[config.mk]
export PLATFORM = sky130hd
export DESIGN_NAME = sram_rd_ctrl
export DESIGN_NICKNAME = d
export VERILOG_FILES = /design/src/rtl/sram_rd_pkg.sv /design/src/rtl/sram_rd_wait_cnt.sv /design/src/rtl/sram_rd_seq.sv /design/src/rtl/sram_rd_pinreg.sv /design/src/rtl/sram_rd_capture.sv /design/src/rtl/sram_rd_ctrl.sv
export SDC_FILE = /design/constraint.sdc
export NUM_CORES = 1
export LEC_CHECK = 0
export ABC_AREA = 1
export BUFFER_PORTS_ARGS = -buffer_cell sky130_fd_sc_hd__buf_4
export CAP_MARGIN = 5
export CORE_MARGIN = 1
export CORE_UTILIZATION = 50
export CTS_BUF_LIST = sky130_fd_sc_hd__clkbuf_8
export CTS_CLUSTER_SIZE = 14
export DETAILED_ROUTE_END_ITERATION = 10
export MAX_ROUTING_LAYER = met4
export PLACE_DENSITY = 0.88
export SLEW_MARGIN = 20
export SYNTH_ARGS = -nofsm -noshare
export SYNTH_HDL_FRONTEND = slang
export SYNTH_SLANG_ARGS = --single-unit
[constraint.sdc]
create_clock -name clk -period 2.8 [get_ports clk]
set_input_delay 0.28 -clock clk [delete_from_list [all_inputs] [get_ports clk]]
set_output_delay 0.28 -clock clk [all_outputs]
set_load 0.01 [all_outputs]
[src/rtl/sram_rd_pkg.sv]
package sram_rd_pkg;

  // sequencer states
  typedef enum logic [1:0] {
    ST_IDLE   = 2'd0,
    ST_ACCESS = 2'd1,
    ST_HOLD   = 2'd2
  } sr_state_e;

  // what the pin register loads on the next edge
  typedef enum logic [1:0] {
    PSEL_KEEP = 2'd0,
    PSEL_REQ  = 2'd1,
    PSEL_ALT  = 2'd2
  } pin_sel_e;

  function automatic int unsigned eff_wait(input int unsigned w);
    return (w < 1) ? 1 : w;
  endfunction

endpackage

[src/rtl/sram_rd_wait_cnt.sv]
module sram_rd_wait_cnt #(
  parameter int unsigned WAIT_CYCLES = 3
) (
  input  logic clk,
  input  logic rst,
  input  logic load,
  input  logic step,
  output logic done
);
  import sram_rd_pkg::*;

  localparam int unsigned W_EFF = eff_wait(WAIT_CYCLES);
  localparam int unsigned CNT_W = (W_EFF > 1) ? $clog2(W_EFF) : 1;
  localparam logic [CNT_W-1:0] LOAD_VAL = CNT_W'(W_EFF - 1);

  logic [CNT_W-1:0] cnt_q;

  always_ff @(posedge clk) begin
    if (rst) begin
      cnt_q <= '0;
    end else if (load) begin
      cnt_q <= LOAD_VAL;
    end else if (step && (cnt_q != '0)) begin
      cnt_q <= cnt_q - 1'b1;
    end
  end

  assign done = (cnt_q == '0);

  // the counter never leaves the configured window
  cnt_range_chk: assert property (@(posedge clk) disable iff (rst)
    cnt_q <= LOAD_VAL);

  // a load always restarts the full wait
  cnt_load_chk: assert property (@(posedge clk) disable iff (rst)
    load |=> (cnt_q == LOAD_VAL));

endmodule

[src/rtl/sram_rd_seq.sv]
module sram_rd_seq (
  input  logic                  clk,
  input  logic                  rst,
  input  logic                  rd_req,
  input  logic                  wait_done,
  output logic                  ready,
  output logic                  cnt_load,
  output logic                  cnt_step,
  output logic                  cap_en,
  output logic                  release_en,
  output sram_rd_pkg::pin_sel_e pin_sel
);
  import sram_rd_pkg::*;

  sr_state_e state_q, state_d;

  always_ff @(posedge clk) begin
    if (rst) state_q <= ST_IDLE;
    else     state_q <= state_d;
  end

  always_comb begin
    state_d    = state_q;
    pin_sel    = PSEL_KEEP;
    cnt_load   = 1'b0;
    cnt_step   = 1'b0;
    cap_en     = 1'b0;
    release_en = 1'b0;
    unique case (state_q)
      ST_IDLE: begin
        if (rd_req) begin
          pin_sel  = PSEL_REQ;
          cnt_load = 1'b1;
          state_d  = ST_ACCESS;
        end else begin
          pin_sel  = PSEL_ALT;
        end
      end
      ST_ACCESS: begin
        if (wait_done) begin
          cap_en  = 1'b1;
          state_d = ST_HOLD;
        end else begin
          cnt_step = 1'b1;
        end
      end
      ST_HOLD: begin
        release_en = 1'b1;
        pin_sel    = PSEL_ALT;
        state_d    = ST_IDLE;
      end
      default: state_d = ST_IDLE;
    endcase
  end

  assign ready = (state_q == ST_IDLE);

  // capture is always followed by the hold state, never by idle
  cap_then_hold_chk: assert property (@(posedge clk) disable iff (rst)
    cap_en |=> (state_q == ST_HOLD));

  // the hold state lasts a single cycle and hands back to idle
  hold_single_chk: assert property (@(posedge clk) disable iff (rst)
    (state_q == ST_HOLD) |=> ready);

endmodule

[src/rtl/sram_rd_pinreg.sv]
module sram_rd_pinreg #(
  parameter int unsigned ADDR_W = 20
) (
  input  logic                  clk,
  input  logic                  rst,
  input  sram_rd_pkg::pin_sel_e pin_sel,
  input  logic [ADDR_W-1:0]     req_addr,
  input  logic [ADDR_W-1:0]     alt_addr,
  output logic [ADDR_W-1:0]     pin_addr,
  output logic                  pin_cs_n,
  output logic                  pin_oe_n
);
  import sram_rd_pkg::*;

  // the address choice is made here, ahead of the flops
  always_ff @(posedge clk) begin
    if (rst) begin
      pin_addr <= '0;
      pin_cs_n <= 1'b1;
      pin_oe_n <= 1'b1;
    end else begin
      unique case (pin_sel)
        PSEL_REQ: begin
          pin_addr <= req_addr;
          pin_cs_n <= 1'b0;
          pin_oe_n <= 1'b0;
        end
        PSEL_ALT: begin
          pin_addr <= alt_addr;
          pin_cs_n <= 1'b1;
          pin_oe_n <= 1'b1;
        end
        default: ;
      endcase
    end
  end

  // while the chip stays selected, the address does not move
  addr_stable_chk: assert property (@(posedge clk) disable iff (rst)
    (!pin_cs_n && (pin_sel == PSEL_KEEP)) |=> (!pin_cs_n && $stable(pin_addr)));

endmodule

[src/rtl/sram_rd_capture.sv]
module sram_rd_capture #(
  parameter int unsigned DATA_W = 8
) (
  input  logic              clk,
  input  logic              rst,
  input  logic              cap_en,
  input  logic              release_en,
  input  logic [DATA_W-1:0] bus_in,
  output logic [DATA_W-1:0] data_out,
  output logic              valid_out
);

  always_ff @(posedge clk) begin
    if (rst) begin
      data_out  <= '0;
      valid_out <= 1'b0;
    end else begin
      if (cap_en) data_out <= bus_in;
      valid_out <= release_en;
    end
  end

  // the returned byte does not change between capture and valid
  data_hold_chk: assert property (@(posedge clk) disable iff (rst)
    (release_en && !cap_en) |=> $stable(data_out));

endmodule

[src/rtl/sram_rd_ctrl.sv]
module sram_rd_ctrl #(
  parameter int unsigned ADDR_W      = 20,
  parameter int unsigned DATA_W      = 8,
  parameter int unsigned WAIT_CYCLES = 3
) (
  input  logic              clk,
  input  logic              rst,
  input  logic              rd_req,
  input  logic [ADDR_W-1:0] rd_addr,
  output logic              rd_ready,
  input  logic [ADDR_W-1:0] alt_addr,
  output logic              rd_valid,
  output logic [DATA_W-1:0] rd_data,
  output logic [ADDR_W-1:0] sram_addr,
  output logic              sram_cs_n,
  output logic              sram_oe_n,
  input  logic [DATA_W-1:0] sram_dq
);
  import sram_rd_pkg::*;

  logic     wait_done, cnt_load, cnt_step, cap_en, release_en;
  pin_sel_e pin_sel;

  sram_rd_wait_cnt #(.WAIT_CYCLES(WAIT_CYCLES)) u_wait (
    .clk  (clk),
    .rst  (rst),
    .load (cnt_load),
    .step (cnt_step),
    .done (wait_done)
  );

  sram_rd_seq u_seq (
    .clk        (clk),
    .rst        (rst),
    .rd_req     (rd_req),
    .wait_done  (wait_done),
    .ready      (rd_ready),
    .cnt_load   (cnt_load),
    .cnt_step   (cnt_step),
    .cap_en     (cap_en),
    .release_en (release_en),
    .pin_sel    (pin_sel)
  );

  sram_rd_pinreg #(.ADDR_W(ADDR_W)) u_pins (
    .clk      (clk),
    .rst      (rst),
    .pin_sel  (pin_sel),
    .req_addr (rd_addr),
    .alt_addr (alt_addr),
    .pin_addr (sram_addr),
    .pin_cs_n (sram_cs_n),
    .pin_oe_n (sram_oe_n)
  );

  sram_rd_capture #(.DATA_W(DATA_W)) u_cap (
    .clk        (clk),
    .rst        (rst),
    .cap_en     (cap_en),
    .release_en (release_en),
    .bus_in     (sram_dq),
    .data_out   (rd_data),
    .valid_out  (rd_valid)
  );

  // the capture edge leaves chip-select low and the address unchanged
  capture_hold_chk: assert property (@(posedge clk) disable iff (rst)
    cap_en |=> (!sram_cs_n && !sram_oe_n && $stable(sram_addr)));

  // valid only appears once the chip is released
  valid_release_chk: assert property (@(posedge clk) disable iff (rst)
    rd_valid |-> (sram_cs_n && sram_oe_n));

  // valid is a single-cycle pulse
  valid_pulse_chk: assert property (@(posedge clk) disable iff (rst)
    rd_valid |=> !rd_valid);

  // an accepted request lands on the pins one cycle later
  launch_chk: assert property (@(posedge clk) disable iff (rst)
    (rd_req && rd_ready) |=> (!sram_cs_n && !rd_ready && (sram_addr == $past(rd_addr))));

  // a request made while busy does not touch the address
  busy_ignore_chk: assert property (@(posedge clk) disable iff (rst)
    (rd_req && !rd_ready && !release_en) |=> $stable(sram_addr));

  // an idle controller shows the other client's address
  idle_alt_chk: assert property (@(posedge clk) disable iff (rst)
    (rd_ready && !rd_req) |=> (sram_cs_n && (sram_addr == $past(alt_addr))));

  // chip-select and output-enable move together
  cs_oe_pair_chk: assert property (@(posedge clk) disable iff (rst)
    sram_cs_n == sram_oe_n);

endmodule

==> impl_metrics.env, run 1 <==
export IMPL_worst_slew_pin_slew_ns=0.813
export IMPL_clk_path_buf_depth=2
export IMPL_power_frac_seq_pct=43.0
export IMPL_synth_edf_count=0
export IMPL_crit_path_start_kind="flip-flop"
export IMPL_wirelength_mm=3.96
export IMPL_dp_hpwl_mm=2.73
export IMPL_synthSimpleGateAreaFrac_pct=33.9
export IMPL_final_min_clock_period_ns=1.57
export IMPL_grt_pass1_wl_mm=6.42
export IMPL_synth_nets=269
export IMPL_switching_power_w=0.000350
export IMPL_nets=344
export IMPL_tns_ns=0
export IMPL_cts_made_buffers=5
export IMPL_synthCells=217
export IMPL_diodes=0
export IMPL_ys_seq_area_share_pct=43.3
export IMPL_drt_iter0_drc=64
export IMPL_combPwrFrac_pct=21.9
export IMPL_synth_top_area_cell="dfxtp_1"
export IMPL_grtUsageTotal_pct=25.7
export IMPL_cts_tree="built"
export IMPL_placed_cell_area_mm2=0.00213
export IMPL_io_pins=83
export IMPL_via_per_inst=4.93
export IMPL_synth_cell_types=20
export IMPL_clkPwrFrac_pct=35.1
export IMPL_clkLatencyLatePin_ns=0.29
export IMPL_path_class="flip-flop to primary output"
export IMPL_ys_warn_count=0
export IMPL_end_kind="primary output"
export IMPL_area_growth_pct=43.0
export IMPL_syn_cell_area_mm2=0.00157
export IMPL_drt_first_pass_iters=4
export IMPL_status="complete, no violations"
export IMPL_synthArstFlopShare_pct=0
export IMPL_synth_top_family_by_area="simple AND/OR/NAND/NOR gates"
export IMPL_drc=0
export IMPL_fmax_mhz=637
export IMPL_cts_hold_buffers=0
export IMPL_p_per_area_mw_per_mm2=568
export IMPL_cts_setup_buffers=0
export IMPL_cts_htree_levels=2
export IMPL_cts_clk_slew_worst_paths_ns=0.08
export IMPL_synth_common_cells="56 x nand3_1, 42 x nand2_1, 34 x dfxtp_1"
export IMPL_die_h_um=58.1
export IMPL_yosys_register_bits=34
export IMPL_place_congestion=0.778
export IMPL_cap_violations=0
export IMPL_fin_crit_sh_pct=56.1
export IMPL_antenna_found_initial=0
export IMPL_cts_sinks=34
export IMPL_ctsResizeCount=0
export IMPL_maxSlewViolCount=0
export IMPL_ir_drop_uv=427
export IMPL_hold_class="input port to flip-flop"
export IMPL_syn_area_per_cell_um2=7.25
export IMPL_yosys_top_cells_area="dfxtp_1 43%, nand3_1 18%, nand2_1 10%"
export IMPL_intPower_w=0.000928
export IMPL_fin_area_mm2=0.00225
export IMPL_root_buffer="clkbuf_8"
export IMPL_drtAntennaViolNets=0
export IMPL_timing_hold_ws_ns=0.168
export IMPL_synthFlopType="dfxtp_1"
export IMPL_num_rows=19
export IMPL_n_fill_cell=214
export IMPL_dieArea_mm2=0.00337
export IMPL_first_global_vias=1484
export IMPL_crit_arrival_ns=1.29
export IMPL_start_util_pct=54.7
export IMPL_yosysMostFrequentCell="nand3_1"
export IMPL_cp_max_fo=20
export IMPL_clock_skew_ns=0.0105
export IMPL_stdcell_count=335
export IMPL_rsz0062_at_grt="false"
export IMPL_synth_xor_area_share_pct=0
export IMPL_setup_violations=0
export IMPL_swShare_pct=27.4
export IMPL_drive_above_1_share_pct=33.8
export IMPL_slew_headroom_pct=45.7
export IMPL_coreArea_mm2=0.00288
export IMPL_grt_max_degree=31
export IMPL_power_total_w=0.00128
export IMPL_synthAdderAreaFrac_pct=0.796
export IMPL_synth_top_area_share_pct=43.3
export IMPL_io_buffers=82
export IMPL_hold_viol_final=0
export IMPL_overflow=0
export IMPL_synth_compound_area_share_pct=6.68
export IMPL_leakage_nw=1.19
export IMPL_placed_cells=327
export IMPL_wl_per_cell_um=11.8
export IMPL_cp_required_ns=2.52
export IMPL_die_x_um=58.1
export IMPL_synth_area_mux_share_pct=0
export IMPL_vias=1650
## cell usage in the layout (no fill, tap or decap), types with 2 or more instances in the layout
cell type / instances
buf_4: 83
nand3_1: 56
nand2_1: 42
dfxtp_1: 34
inv_1: 32
a21oi_1: 11
o21ai_0: 7
nor2_1: 5
clkbuf_8: 5
o21ai_1: 3
inv_2: 2
nor3_2: 2
nand4_1: 2
clkinvlp_4: 2
## power by group through the flow
stage	clock network, W	registers [W]	logic [W]
global placement	0	0.000559	0.000274
finish	0.000449	0.000549	0.000280
CTS	0.000450	0.000549	0.000282
detailed placement	0	0.000559	0.000280
floorplan	0	0.000573	0.000143
global route	0.000477	0.000554	0.000310
## per-layer routing
metal,global-route usage (%),vias to the layer above,wire (um)
li1,-,842,-
met1,30.5,746,1680
met5,-,-,0
met3,5.13,7,225
met2,43.0,55,2010
met4,9.18,0,51
## final timing paths
kind / end / slack, ns / cells past startpoint / startpoint
max: rd_ready / 1.23 / 2 / u_seq.state_q[0]
min: u_seq.state_q[0] / 0.17 / 2 / rst
max reg2reg: u_cap.data_out[2] / 1.31 / 4 / u_seq.state_q[0]
min reg2reg: u_cap.data_out[7] / 0.45 / 2 / u_cap.data_out[7]
## through the flow
step | util [%] | worst slack (ns)
floorplan | - | 1.74
global placement | 74.2 | 1.37
detailed placement | 74.2 | 1.32
CTS | 78.2 | 1.22
global route | 78.2 | 1.14
finish | 78.2 | 1.23
## kinds of logic after synthesis
group                      count (synthesis)
and+or+nand+nor                          112
buffers and inverters                     49
DFF                                       34
AOI/OAI and AO/OA                         21
adders and majority gates                  1
## flip-flops by register name, indices dropped and copies added (netlist names)
signal           count
u_pins.pin_addr     20
u_cap.data_out       8
u_seq.state_q        2
u_wait.cnt_q         2
u_cap.valid_out      1
u_pins.pin_cs_n      1
## critical path, stage by stage (launching register included)
cell     delay, ns
dfxtp_1       0.38
nor2_4        0.41
buf_4         0.21
## layout make-up
class | count | area (um2) | share of cell area, %
Sequential cell | 34 | 681 | 30.3
Multi-Input combinational cell | 134 | 651 | 28.9
Timing Repair Buffer | 83 | 623 | 27.7
Inverter | 34 | 128 | 5.68
Clock buffer | 5 | 68.8 | 3.06
Tap cell | 42 | 52.6 | 2.34
Clock inverter | 3 | 45.0 | 2.00
(Power assumes the default switching activity.)
==> run 2, diff against run 1 <==
CORE_UTILIZATION = 46   (was 50)
PLACE_DENSITY = 0.82   (was 0.88)
clock period = 1.6 ns   (was 2.8 ns; I/O delays follow)
==> impl_metrics.env, run 2 (synthesis results as in run 1) <==
export IMPL_cp_required_ns=1.44
export IMPL_start_util_pct=49.9
export IMPL_die_h_um=60.5
export IMPL_final_cell_mix="85 x buf_4, 56 x nand3_1, 42 x nand2_1, 33 x dfxtp_1, 32 x inv_1"
export IMPL_wirelength_mm=4.04
export IMPL_p_per_area_mw_per_mm2=990
export IMPL_setup_violations=0
export IMPL_wl_per_cell_um=12.0
export IMPL_critPathBufInv=1
export IMPL_path_class="flip-flop to primary output"
export IMPL_r2r_end="u_pins.pin_addr[15]"
export IMPL_cts_hold_buffers=0
export IMPL_worst_slew_pin_slew_ns=0.477
export IMPL_tns_ns=0
export IMPL_root_buffer="clkbuf_8"
export IMPL_nets=346
export IMPL_num_rows=20
export IMPL_multi_input_area_um2=651
export IMPL_power_total_w=0.00224
export IMPL_final_min_clock_period_ns=1.45
export IMPL_antenna_found_initial=0
export IMPL_drt_first_pass_iters=4
export IMPL_io_buffers=82
export IMPL_hold_viol_final=0
export IMPL_dieArea_mm2=0.00366
export IMPL_crit_arrival_ns=1.29
export IMPL_max_stage_delay_ns=0.40
export IMPL_worst_r2r_setup_slack_ns=0.34
export IMPL_leakage_nw=1.21
export IMPL_worst_path_max_delay_cell="nor2_4"
export IMPL_final_common_cell="buf_4"
export IMPL_hold_class="input port to flip-flop"
export IMPL_die_x_um=60.5
export IMPL_crit_path_start="u_seq.state_q[0]"
export IMPL_dp_hpwl_mm=2.83
export IMPL_r2r_start="u_seq.state_q[0]"
export IMPL_cts_setup_buffers=0
export IMPL_cp_max_fo=20
export IMPL_largest_register_ffs=20
export IMPL_cts_clk_slew_worst_paths_ns=0.06
export IMPL_via_per_inst=4.90
export IMPL_top_regs="u_pins.pin_addr x20, u_cap.data_out x8"
export IMPL_rr_worst_depth=4
export IMPL_cp_top_family="simple AND/OR/NAND/NOR gates"
export IMPL_place_congestion=0.769
export IMPL_drtAntennaViolNets=0
export IMPL_first_global_vias=1532
export IMPL_endpoint="rd_ready"
export IMPL_grtUsageTotal_pct=25.5
export IMPL_cts_sinks=34
export IMPL_regMostFlops="u_pins.pin_addr"
export IMPL_clock_skew_ns=0.00349
export IMPL_drive_above_1_share_pct=34.4
export IMPL_fin_crit_sh_pct=90.6
export IMPL_coreArea_mm2=0.00315
export IMPL_placed_cell_area_mm2=0.00215
export IMPL_grt_pass1_wl_mm=6.65
export IMPL_drc=0
export IMPL_clkLatencyLatePin_ns=0.28
export IMPL_area_growth_pct=44.1
export IMPL_vias=1655
export IMPL_cts_made_buffers=5
export IMPL_fmax_mhz=690
export IMPL_cts_htree_levels=2
export IMPL_clk_path_buf_depth=2
export IMPL_maxSlewViolCount=0
export IMPL_seqCellArea_um2=682
export IMPL_cap_violations=0
export IMPL_ir_drop_uv=558
export IMPL_io_pins=83
export IMPL_diodes=0
export IMPL_overflow=0
export IMPL_n_fill_cell=299
export IMPL_end_kind="primary output"
export IMPL_drt_iter0_drc=71
export IMPL_fin_area_mm2=0.00227
export IMPL_cp_num_cells=2
export IMPL_ctsResizeCount=0
export IMPL_crit_path_start_kind="flip-flop"
export IMPL_status="complete, no violations"
export IMPL_rsz0062_at_grt="false"
export IMPL_cts_tree="built"
export IMPL_grt_max_degree=22
export IMPL_path_cells="nor2_4 > buf_4"
export IMPL_slew_headroom_pct=68.1
-- run 2: cell types whose count changed in the layout (fill, tap and decap cells not counted), sizes merged --
| cell | before | now |
|---|---|---|
| buf | 83 | 85 |
| clkbuf | 5 | 6 |
| clkinvlp | 2 | 0 |
-- run 2: area by class of cell --
type	count	area share [%]
well taps	44	2.43
flip-flops and latches	34	30.1
repair buffers	85	28.2
multi-input cells	134	28.7
inverters	34	5.63
clock buffers	6	3.64
clock inverters	1	1.33
-- run 2: power breakdown --
part           internal [W]  switching [W]
Sequential         0.000920      0.0000473
Clock              0.000498       0.000289
Combinational      0.000245       0.000243
Total               0.00166       0.000580
-- run 2: stage by stage --
step / setup WS, ns / utilization [%] / instances / hold WS (ns)
after global placement: 0.294 / 68.3 / 331 / 0.364
final: 0.151 / 71.9 / 338 / 0.0709
after floorplan: 0.541 / - / 217 / 0.229
after detailed placement: 0.250 / 68.3 / 331 / 0.361
after CTS: 0.0398 / 71.8 / 338 / 0.0711
after global routing: 0.0845 / 71.9 / 338 / 0.0711
-- run 2: worst min-delay path by stage --
| stage | startpoint | to | depth (start not counted) |
|---|---|---|---|
| after floorplan | rst | u_seq.state_q[0] | 1 |
| after global placement | rst | u_seq.state_q[1] | 2 |
| after global routing | rst | u_seq.state_q[1] | 2 |
| after detailed placement | rst | u_seq.state_q[0] | 2 |
| final | rst | u_seq.state_q[0] | 2 |
| after CTS | rst | u_seq.state_q[0] | 2 |
-- run 2: routing by layer --
metal / track usage [%] / share of wire, %
met1: 29.2 / 42
met4: 7.47 / 1.8
met3: 9.59 / 5.2
met5: - / 0
met2: 41.6 / 51
